File: src/rtl/periodic_irq_unit.sv
`timescale 1ns/1ps
module periodic_irq_unit #(
  parameter int SEL_W = 4
) (
  input  logic             clk,
  input  logic             rst_n,
  input  logic             base_tick,
  input  logic [SEL_W-1:0] rate_sel,
  input  logic             en_periodic,
  input  logic             en_alarm,
  input  logic             en_update,
  input  logic             en_square,
  input  logic             alarm_evt,
  input  logic             update_evt,
  input  logic             flag_rd,
  output logic [7:0]       flag_q,
  output logic             irq_o,
  output logic             sqw_o
);
  localparam int DIV_W = (1 << SEL_W) - 2;

  logic [DIV_W-1:0] div_q, per_mask, sq_mask;
  logic per_f, alm_f, upd_f, sq_q;
  logic rate_on, per_evt, sq_edge, any_pend;

  always_comb begin
    for (int i = 0; i < DIV_W; i++) begin
      per_mask[i] = (i < int'(rate_sel) - 1);
      sq_mask[i]  = (i < int'(rate_sel) - 2);
    end
  end

  assign rate_on = (rate_sel != '0);
  assign per_evt = base_tick && rate_on && ((div_q & per_mask) == per_mask);
  assign sq_edge = base_tick && rate_on && (((div_q + 1'b1) & sq_mask) == '0);

  always_ff @(posedge clk or negedge rst_n) begin
    if (!rst_n)         div_q <= '0;
    else if (base_tick) div_q <= div_q + 1'b1;
  end

  always_ff @(posedge clk or negedge rst_n) begin
    if (!rst_n)                      sq_q <= 1'b0;
    else if (!en_square || !rate_on) sq_q <= 1'b0;
    else if (sq_edge)                sq_q <= ~sq_q;
  end

  always_ff @(posedge clk or negedge rst_n) begin
    if (!rst_n) begin
      per_f <= 1'b0;
      alm_f <= 1'b0;
      upd_f <= 1'b0;
    end else begin
      per_f <= (per_f && !flag_rd) || per_evt;
      alm_f <= (alm_f && !flag_rd) || alarm_evt;
      upd_f <= (upd_f && !flag_rd) || update_evt;
    end
  end

  assign any_pend = (per_f && en_periodic) || (alm_f && en_alarm) || (upd_f && en_update);
  assign flag_q   = {any_pend, per_f, alm_f, upd_f, 4'b0000};
  assign irq_o    = any_pend;
  assign sqw_o    = sq_q;


  rd_clear_chk: assert property (@(posedge clk) disable iff (!rst_n)
    (flag_rd && !alarm_evt) |=> !flag_q[5]);

  alarm_set_chk: assert property (@(posedge clk) disable iff (!rst_n)
    alarm_evt |=> flag_q[5]);

  quiet_irq_chk: assert property (@(posedge clk) disable iff (!rst_n)
    (!en_periodic && !en_alarm && !en_update) |-> !irq_o);

  rate_off_chk: assert property (@(posedge clk) disable iff (!rst_n)
    ((rate_sel == '0) && !flag_q[6]) |=> !flag_q[6]);

  sq_low_chk: assert property (@(posedge clk) disable iff (!rst_n)
    !en_square |=> !sqw_o);
endmodule

File: config.mk
export PLATFORM = sky130hd
export DESIGN_NAME = periodic_irq_unit
export DESIGN_NICKNAME = d
export VERILOG_FILES = /design/src/rtl/periodic_irq_unit.sv
export SDC_FILE = /design/constraint.sdc
export NUM_CORES = 1
export LEC_CHECK = 0
export BUFFER_PORTS_ARGS = -buffer_cell sky130_fd_sc_hd__buf_2
export CAP_MARGIN = 20
export CORE_MARGIN = 2
export CORE_UTILIZATION = 45
export DETAILED_ROUTE_END_ITERATION = 10
export GPL_TIMING_DRIVEN = 1
export PLACE_DENSITY = 0.68
export SYNTH_ARGS = -nofsm -noshare
export SYNTH_HDL_FRONTEND = slang
export SYNTH_SLANG_ARGS = --single-unit
File: constraint.sdc
create_clock -name clk -period 1.95 [get_ports clk]
set_input_delay 0.0975 -clock clk [delete_from_list [all_inputs] [get_ports clk]]
set_output_delay 0.0975 -clock clk [all_outputs]
set_load 0.1 [all_outputs]
# Word level (Yosys, flattened, before mapping)

Index checks and enable logic that the tools add are counted.

Mux-type cells: 2
$add $sub $neg: 3
$mul: 0
Reductions and logical operators: 21
Equality and inequality tests: 1
Bitwise operators: 3
$lt $le $gt $ge: 28
Shift operators: 0
Divide/modulo/power cells: 0

Operators by type and width:

| operator                | count |
|---|---|
| $lt A5 B5 Y1 const A    | 12 |
| $lt A4 B5 Y1 const A    | 8 |
| $and A14 B14 Y14        | 2 |
| $lt A3 B5 Y1 const A    | 4 |
| $add A14 B1 Y14 const B | 1 |
| $eq A14 B14 Y1          | 1 |
| $logic_not A14 Y1       | 1 |
| $lt A1 B5 Y1 const A    | 2 |
| $lt A2 B5 Y1 const A    | 2 |
| $logic_and A1 B1 Y1     | 9 |
| $logic_or A1 B1 Y1      | 6 |
| $sub A4 B1 Y5 const B   | 1 |
| $sub A4 B2 Y5 const B   | 1 |
| $reduce_bool A4 Y1      | 1 |
| $logic_not A1 Y1        | 3 |
| $mux W1                 | 2 |
| $reduce_bool A2 Y1      | 1 |
| $not A1 Y1              | 1 |

Memories kept: 0
Memory bits (writable): 0
Latch bits: 0
Register bits after elaboration: 18
Bits in read-only memories: 0

# Depth between registers and ports, before layout

Gate-level depths: netlist of the first run.

Word-level depth: 7
Mapped depth: 9
Mapped depth without buffers: 8

# Worst setup path after synthesis of the first run

No wires, ideal clock.

Path kind: register to register
Start: register div_q[1]
End: register sq_q (netlist: sqw_o)
Data arrival time: 1.923 ns
Stages on the path, launching flop included: 9
Path buffers: 1
Period minus slack after synthesis: 2.003 ns
Setup slack: -0.053 ns
Cell sequence: dfrtp_1 -> ha_1 -> clkbuf_8 -> nand4_2 -> o31a_2 -> o21ai_1 -> a31oi_1 -> nor4_2 -> mux2i_1

Cells in the longest elaborated chain, start to end: 5

Ends and longest elaborated chain:

| what                         | RTL line | RTL |
|---|---|---|
| from (decl)                  | 22       | `logic [DIV_W-1:0] div_q, per_mask, sq_mask;` |
| from (signal assigned)       | 39       | `else if (base_tick) div_q <= div_q + 1'b1;` |
| $add A14 B1 Y14              | 35       | `assign sq_edge = base_tick && rate_on && (((div_q + 1'b1) & sq_mask) == '0);` |
| $and A14 B14 Y14             | 35       |  |
| $logic_not A14 Y1            | 35       |  |
| $logic_and A1 B1 Y1          | 35       |  |
| $reduce_bool A2 Y1 (no line) | --       |  |
| to (signal assigned)         | 45       | `else if (sq_edge) sq_q <= ~sq_q;` |
| to (decl)                    | 23       | `logic per_f, alm_f, upd_f, sq_q;` |

Every way passes these cells.
A chain may end at the register's enable or synchronous reset.

# Worst setup path in the final report of the first run

Start: register div_q[5]
End: register sq_q (netlist: sqw_o)

Same word-level chain as after synthesis.

==> results of run 1 <==
per-layer routing:
metal,GRT usage,wire length [µm],part of all wire,up-vias
met3,0.0375,198,0.052,6
met4,0.0245,42,0.011,0
li1,-,-,-,688
met1,0.251,1590,0.42,691
met2,0.326,1950,0.52,50
met5,0,0,0,-
logic make-up after synthesis:
family          Yosys count  synth area share
compound gates           36             0.159
xor+xnor                 22             0.120
fa+ha+maj                 7            0.0547
buf+inv                  26             0.111
flops                    18             0.281
mux                       5            0.0328
other cells               1           0.00234
simple gates             65             0.238
flip-flops by register name (all words and copies together), names as in the netlist:
name / cells
sqw_o: 1
upd_f: 1
div_q: 14
per_f: 1
alm_f: 1
what timing repair did:
item / CTS / global route
buffers inserted: 0 / 3
hold endpoints to repair: 20 / 0
gates resized for setup: 0 / 14
hold buffers: 3 / 0
endpoints found under the setup margin: 0 / 1
worst max path at each step:
stage	from	end	slack [ps]	cells past startpoint
5_1_grt	div_q[0]	sqw_o	-6	8
6_report	div_q[5]	sqw_o	100	7
2_1_floorplan	div_q[1]	sqw_o	2	8
3_3_place_gp	div_q[1]	sqw_o	80	8
4_1_cts	div_q[1]	sqw_o	20	7
3_5_place_dp	div_q[1]	sqw_o	30	7
placed cells by master (no fill, tap or decap), types with 2 or more instances in the layout:
cell	instances
nor2b_1	3
and3_1	2
nor4_2	2
nand2_1	16
mux2i_1	3
nor3_1	4
nand4_1	10
buf_2	19
buf_4	16
o21ai_0	9
xnor2_1	16
nand4_4	2
a31oi_1	3
and2b_2	2
a21o_1	4
conb_1	4
dfrtp_2	6
ha_1	6
nor2_1	10
dlygate4sd3_1	3
o2bb2ai_1	2
a21oi_1	6
mux2_2	2
xor2_1	6
clkbuf_4	3
nand3_1	3
dfrtp_1	12
inv_1	6
through the flow:
stage / std cells / total power, W / cell area, µm²
2_1_floorplan: 183 / 0.00127 / 1620
3_3_place_gp: 242 / 0.00143 / 1730
3_5_place_dp: 242 / 0.00144 / 1730
4_1_cts: 248 / 0.00164 / 1780
5_1_grt: 251 / 0.00183 / 1860
6_report: 251 / 0.00172 / 1860
power breakdown:
part           internal [W]  switching (W)
clock             0.0000719       0.000113
combinational      0.000409       0.000557
sequential         0.000457       0.000111
total              0.000938       0.000781
cell type report:
class / instances / share of cell area
clock buffers: 3 / 0.0121
repair buffers: 39 / 0.138
multi-input cells: 139 / 0.560
inverters: 6 / 0.0121
flip-flops and latches: 18 / 0.247
well taps: 46 / 0.0310
synthesized netlist by cell type, drive strengths merged:
cell type	count	share of area
a22oi	1	0.0047
and3	3	0.013
a31oi	3	0.012
o2111a	1	0.0070
buf	18	0.080
nand4	12	0.055
nor2	10	0.023
o21ai	10	0.031
o211ai	1	0.0047
o32ai	2	0.016
inv	6	0.014
o2111ai	1	0.0055
xor2	6	0.033
a21boi	1	0.0047
nor3	4	0.013
nor4	4	0.023
a21oi	6	0.019
xnor2	16	0.088
or3	2	0.0086
and4	1	0.0055
o2bb2ai	2	0.011
nor2b	3	0.012
nand3	4	0.020
o211a	1	0.0063
or4	1	0.0047
a222oi	1	0.0063
dfrtp	18	0.28
a21o	4	0.019
nand2	17	0.040
a311o	1	0.0063
conb	1	0.0023
ha	7	0.055
or2b	1	0.0055
mux2i	3	0.019
and2b	2	0.011
o31a	1	0.0063
nand3b	1	0.0047
mux2	2	0.014
clkbuf	2	0.017
worst register-to-register path: stages (launching register included):
cell	delay, ps
dfrtp_1	410
buf_4	190
nand4_4	130
o31a_2	320
o21ai_2	130
a31oi_1	90
nor4_2	280
mux2i_1	220
==> metrics.txt, run 1 <==
status=complete, no violations; CTS Root Cell=clkbuf_4; clk_lat worst skew=290 ps; IO Port Bufs=19; CP max stage delay=410 ps; Layout area overhead=15.9%; Final Core Density=0.552; gpl congestion=0.885; CTS max path bufs=2; R2R setup slack=100 ps; Yosys warnings=0; deepest level of the CTS H-tree=1; worst-path maximum fanout=7; min-delay worst type=in -> reg; final wirelength=3770 µm; antenna-violating nets left=0; setup TNS=0 ps; I/O pin count=24; CTS tree=done; first-pass GRT wire length=6130 µm; Distinct cells, synth=49; chip width=63.6 µm; total grt overflow=0; Final setup viols=0; Antenna diodes=0; DR vias=1435; DIE HEIGHT=63.6 µm; Avg WL per Cell=15.0 µm; initial core utilization=0.476; crit path launch type=flop; delay-heaviest family, CP=compound AO/OA/AOI/OAI gates; Synth Cell Area=0.00160 mm²; Setup crit end kind=flop; final period utilization=0.947; critical-path cell list=buf_4 > nand4_4 > o31a_2 > o21ai_2 > a31oi_1 > nor4_2 > mux2i_1; Cells after Synth=180; Yosys reg bits=18; VDD IR max=0.442 mV; # rows=21; max_cap viols=0; DR iter-0 viols=122; end of the worst register-to-register path=sqw_o; Die Area=0.00405 mm²; syn_area_per_cell=8.89 µm²; Fin Clk Skew=3.03 ps; CP max-delay cell=dfrtp_1; WHS Path Cells=3; Post-Place Worst Slack=32.8 ps; WP data arrival=2070 ps; Hold WS=62.6 ps; initial antenna violation count=0; pwr/cell area=926 mW/mm²; Clock Pin Slew Worst Setup and Hold Paths=100 ps; sequential area share after synthesis=0.281; r2r worst-path depth=7; unrepaired setup endpoints after global routing=yes; Register Area=458 µm²; GRT Total Usage=0.189; largest net degree at the start of global routing=19; Fillers=333; Period minus WS final=1850 ps; Static Leak=0.800 nW; total CTS buffers=3; Hold Vio Cnt, Final=0; Critical R2R Launch=div_q[5]; Max Slew Vio Count=0; vias in the first global route=1301; FMAX=542 MHz; share of cells above drive strength 1=0.312; Vias/cell=5.72; Remaining DRCs=0; Hold EP=sqw_o; type of the worst setup path=reg -> reg; clk sinks=18; worst setup margin=104 ps; final net count=228; hold_sp=en_square; Critical Path RT=2170 ps; Core Box Area=0.00336 mm²; Detailed Routing Iterations Pass 1=4; Multi-input gate area=0.00104 mm²; placed wire-length estimate=2760 µm; WP buf/inv=1
No activity file was read; power rests on OpenSTA's default activity.
==> run 2: changes to the inputs <==
CTS_BUF_LIST = sky130_fd_sc_hd__clkbuf_4   (was not set)
REMOVE_ABC_BUFFERS = 1   (was not set)
==> metrics.txt, run 2 (synthesized netlist as in run 1, its figures left out) <==
min-delay worst type=in -> reg; final wirelength=4010 µm; Post-DP Area=0.00175 mm²; Clock Pin Slew Worst Setup and Hold Paths=110 ps; unrepaired setup endpoints after global routing=yes; gpl congestion=0.897; DR iter-0 viols=98; max reg flops=14; DIE HEIGHT=63.6 µm; Layout area overhead=20.0%; worst setup margin=-13.8 ps; CTS tree=done; Vias/cell=5.70; clk sinks=18; largest net degree at the start of global routing=19; CTS max path bufs=2; Core Box Area=0.00336 mm²; Remaining DRCs=0; Static Leak=0.852 nW; failing checks=negative setup slack; final net count=234; Hold WS=51.6 ps; setup TNS=-13.8 ps; Max Slew Vio Count=0; DR vias=1470; met2 global-route usage=0.359; type of the worst setup path=reg -> reg; Biggest register=div_q; status=finished with violations; crit path launch type=flop; placed wire-length estimate=2810 µm; critical-path cell list=buf_6 > nand4_4 > buf_6 > o21ai_0 > o2111a_1 > a31oi_1 > nor4_2 > mux2i_1; I/O pin count=24; initial antenna violation count=0; Final setup viols=1; Power Total=0.00181 W; Finished Cell Area=0.00192 mm²; max_cap viols=0; IO Port Bufs=19; final period utilization=1.01; total CTS buffers=3; worst-path maximum fanout=6; total grt overflow=0; VDD IR max=0.487 mV; Antenna diodes=0; initial core utilization=0.476; vias in the first global route=1476; share of cells above drive strength 1=0.311; clk_lat worst skew=300 ps; CP max-delay cell=dfrtp_1; first-pass GRT wire length=6620 µm; chip width=63.6 µm; # rows=21; most frequent cells in the layout=buf_2 (19), buf_4 (19), nand2_1 (17), xnor2_1 (16), dfrtp_1 (16); antenna-violating nets left=0; GRT Total Usage=0.206; CP max stage delay=400 ps; Critical Path RT=2180 ps; GRT busiest layer=met2; Avg WL per Cell=15.5 µm; met3 global-route usage=0.0232; deepest level of the CTS H-tree=1; Critical Path Most Common Cell=buf_6; FMAX=509 MHz; WP data arrival=2200 ps; CTS Root Cell=clkbuf_4; Hold Vio Cnt, Final=0; WP buf/inv=2; Setup crit end kind=flop; Post-Place Worst Slack=-1.61 ps; Fin Clk Skew=8.66 ps; pwr/cell area=943 mW/mm²; delay-heaviest family, CP=compound AO/OA/AOI/OAI gates; met1 global-route usage=0.262; Period minus WS final=1960 ps; Detailed Routing Iterations Pass 1=4; Die Area=0.00405 mm²
## run 2: worst register-to-register path, stage by stage, from the launching register on
cell,delay (ps)
dfrtp_1,400
buf_6,130
nand4_4,100
buf_6,160
o21ai_0,230
o2111a_1,250
a31oi_1,100
nor4_2,310
mux2i_1,220
## run 2: where the power goes
| group | internal (W) | switching (W) | leakage, nW |
|---|---|---|---|
| registers | 0.000451 | 0.0000651 | 0.230 |
| logic | 0.000450 | 0.000648 | 0.607 |
| clock network | 0.0000747 | 0.000122 | 0.0154 |
## run 2: routing by layer
layer / part of all wire / up-vias
met4: 0.019 / 0
li1: - / 695
met3: 0.061 / 8
met2: 0.50 / 67
met5: 0 / -
met1: 0.42 / 700
## run 2: worst paths after layout
check	startpoint	to	slack, ps	depth (start not counted)
min	en_square	sqw_o	50	3
max in group asynchronous	rst_n	div_q[8]	1410	2
min reg2reg	per_f	per_f	540	1
min in group asynchronous	rst_n	alm_f	240	2
max	div_q[1]	sqw_o	-10	8
max reg2reg	div_q[1]	sqw_o	-10	8
## run 2: layout make-up
class	instances	area [µm²]
fill	335	1440
multi-input combinational	139	1050
sequential	18	453
timing repair buffer	45	313
tap	46	57.6
clock buffer	3	22.5
inverter	6	22.5
clock inverter	1	3.75
## run 2: through the flow
step	cells	util
floorplan	163	-
global route	258	0.571
detailed placement	247	0.521
global placement	247	0.521
finish	258	0.571
CTS	256	0.544
## run 2: what timing repair did
action,4_1_cts,5_1_grt
endpoints found under the setup margin,1,1
buffers inserted,2,2
pin swaps,1,10
gates resized for setup,1,15
hold endpoints to repair,20,0
hold buffers,3,0
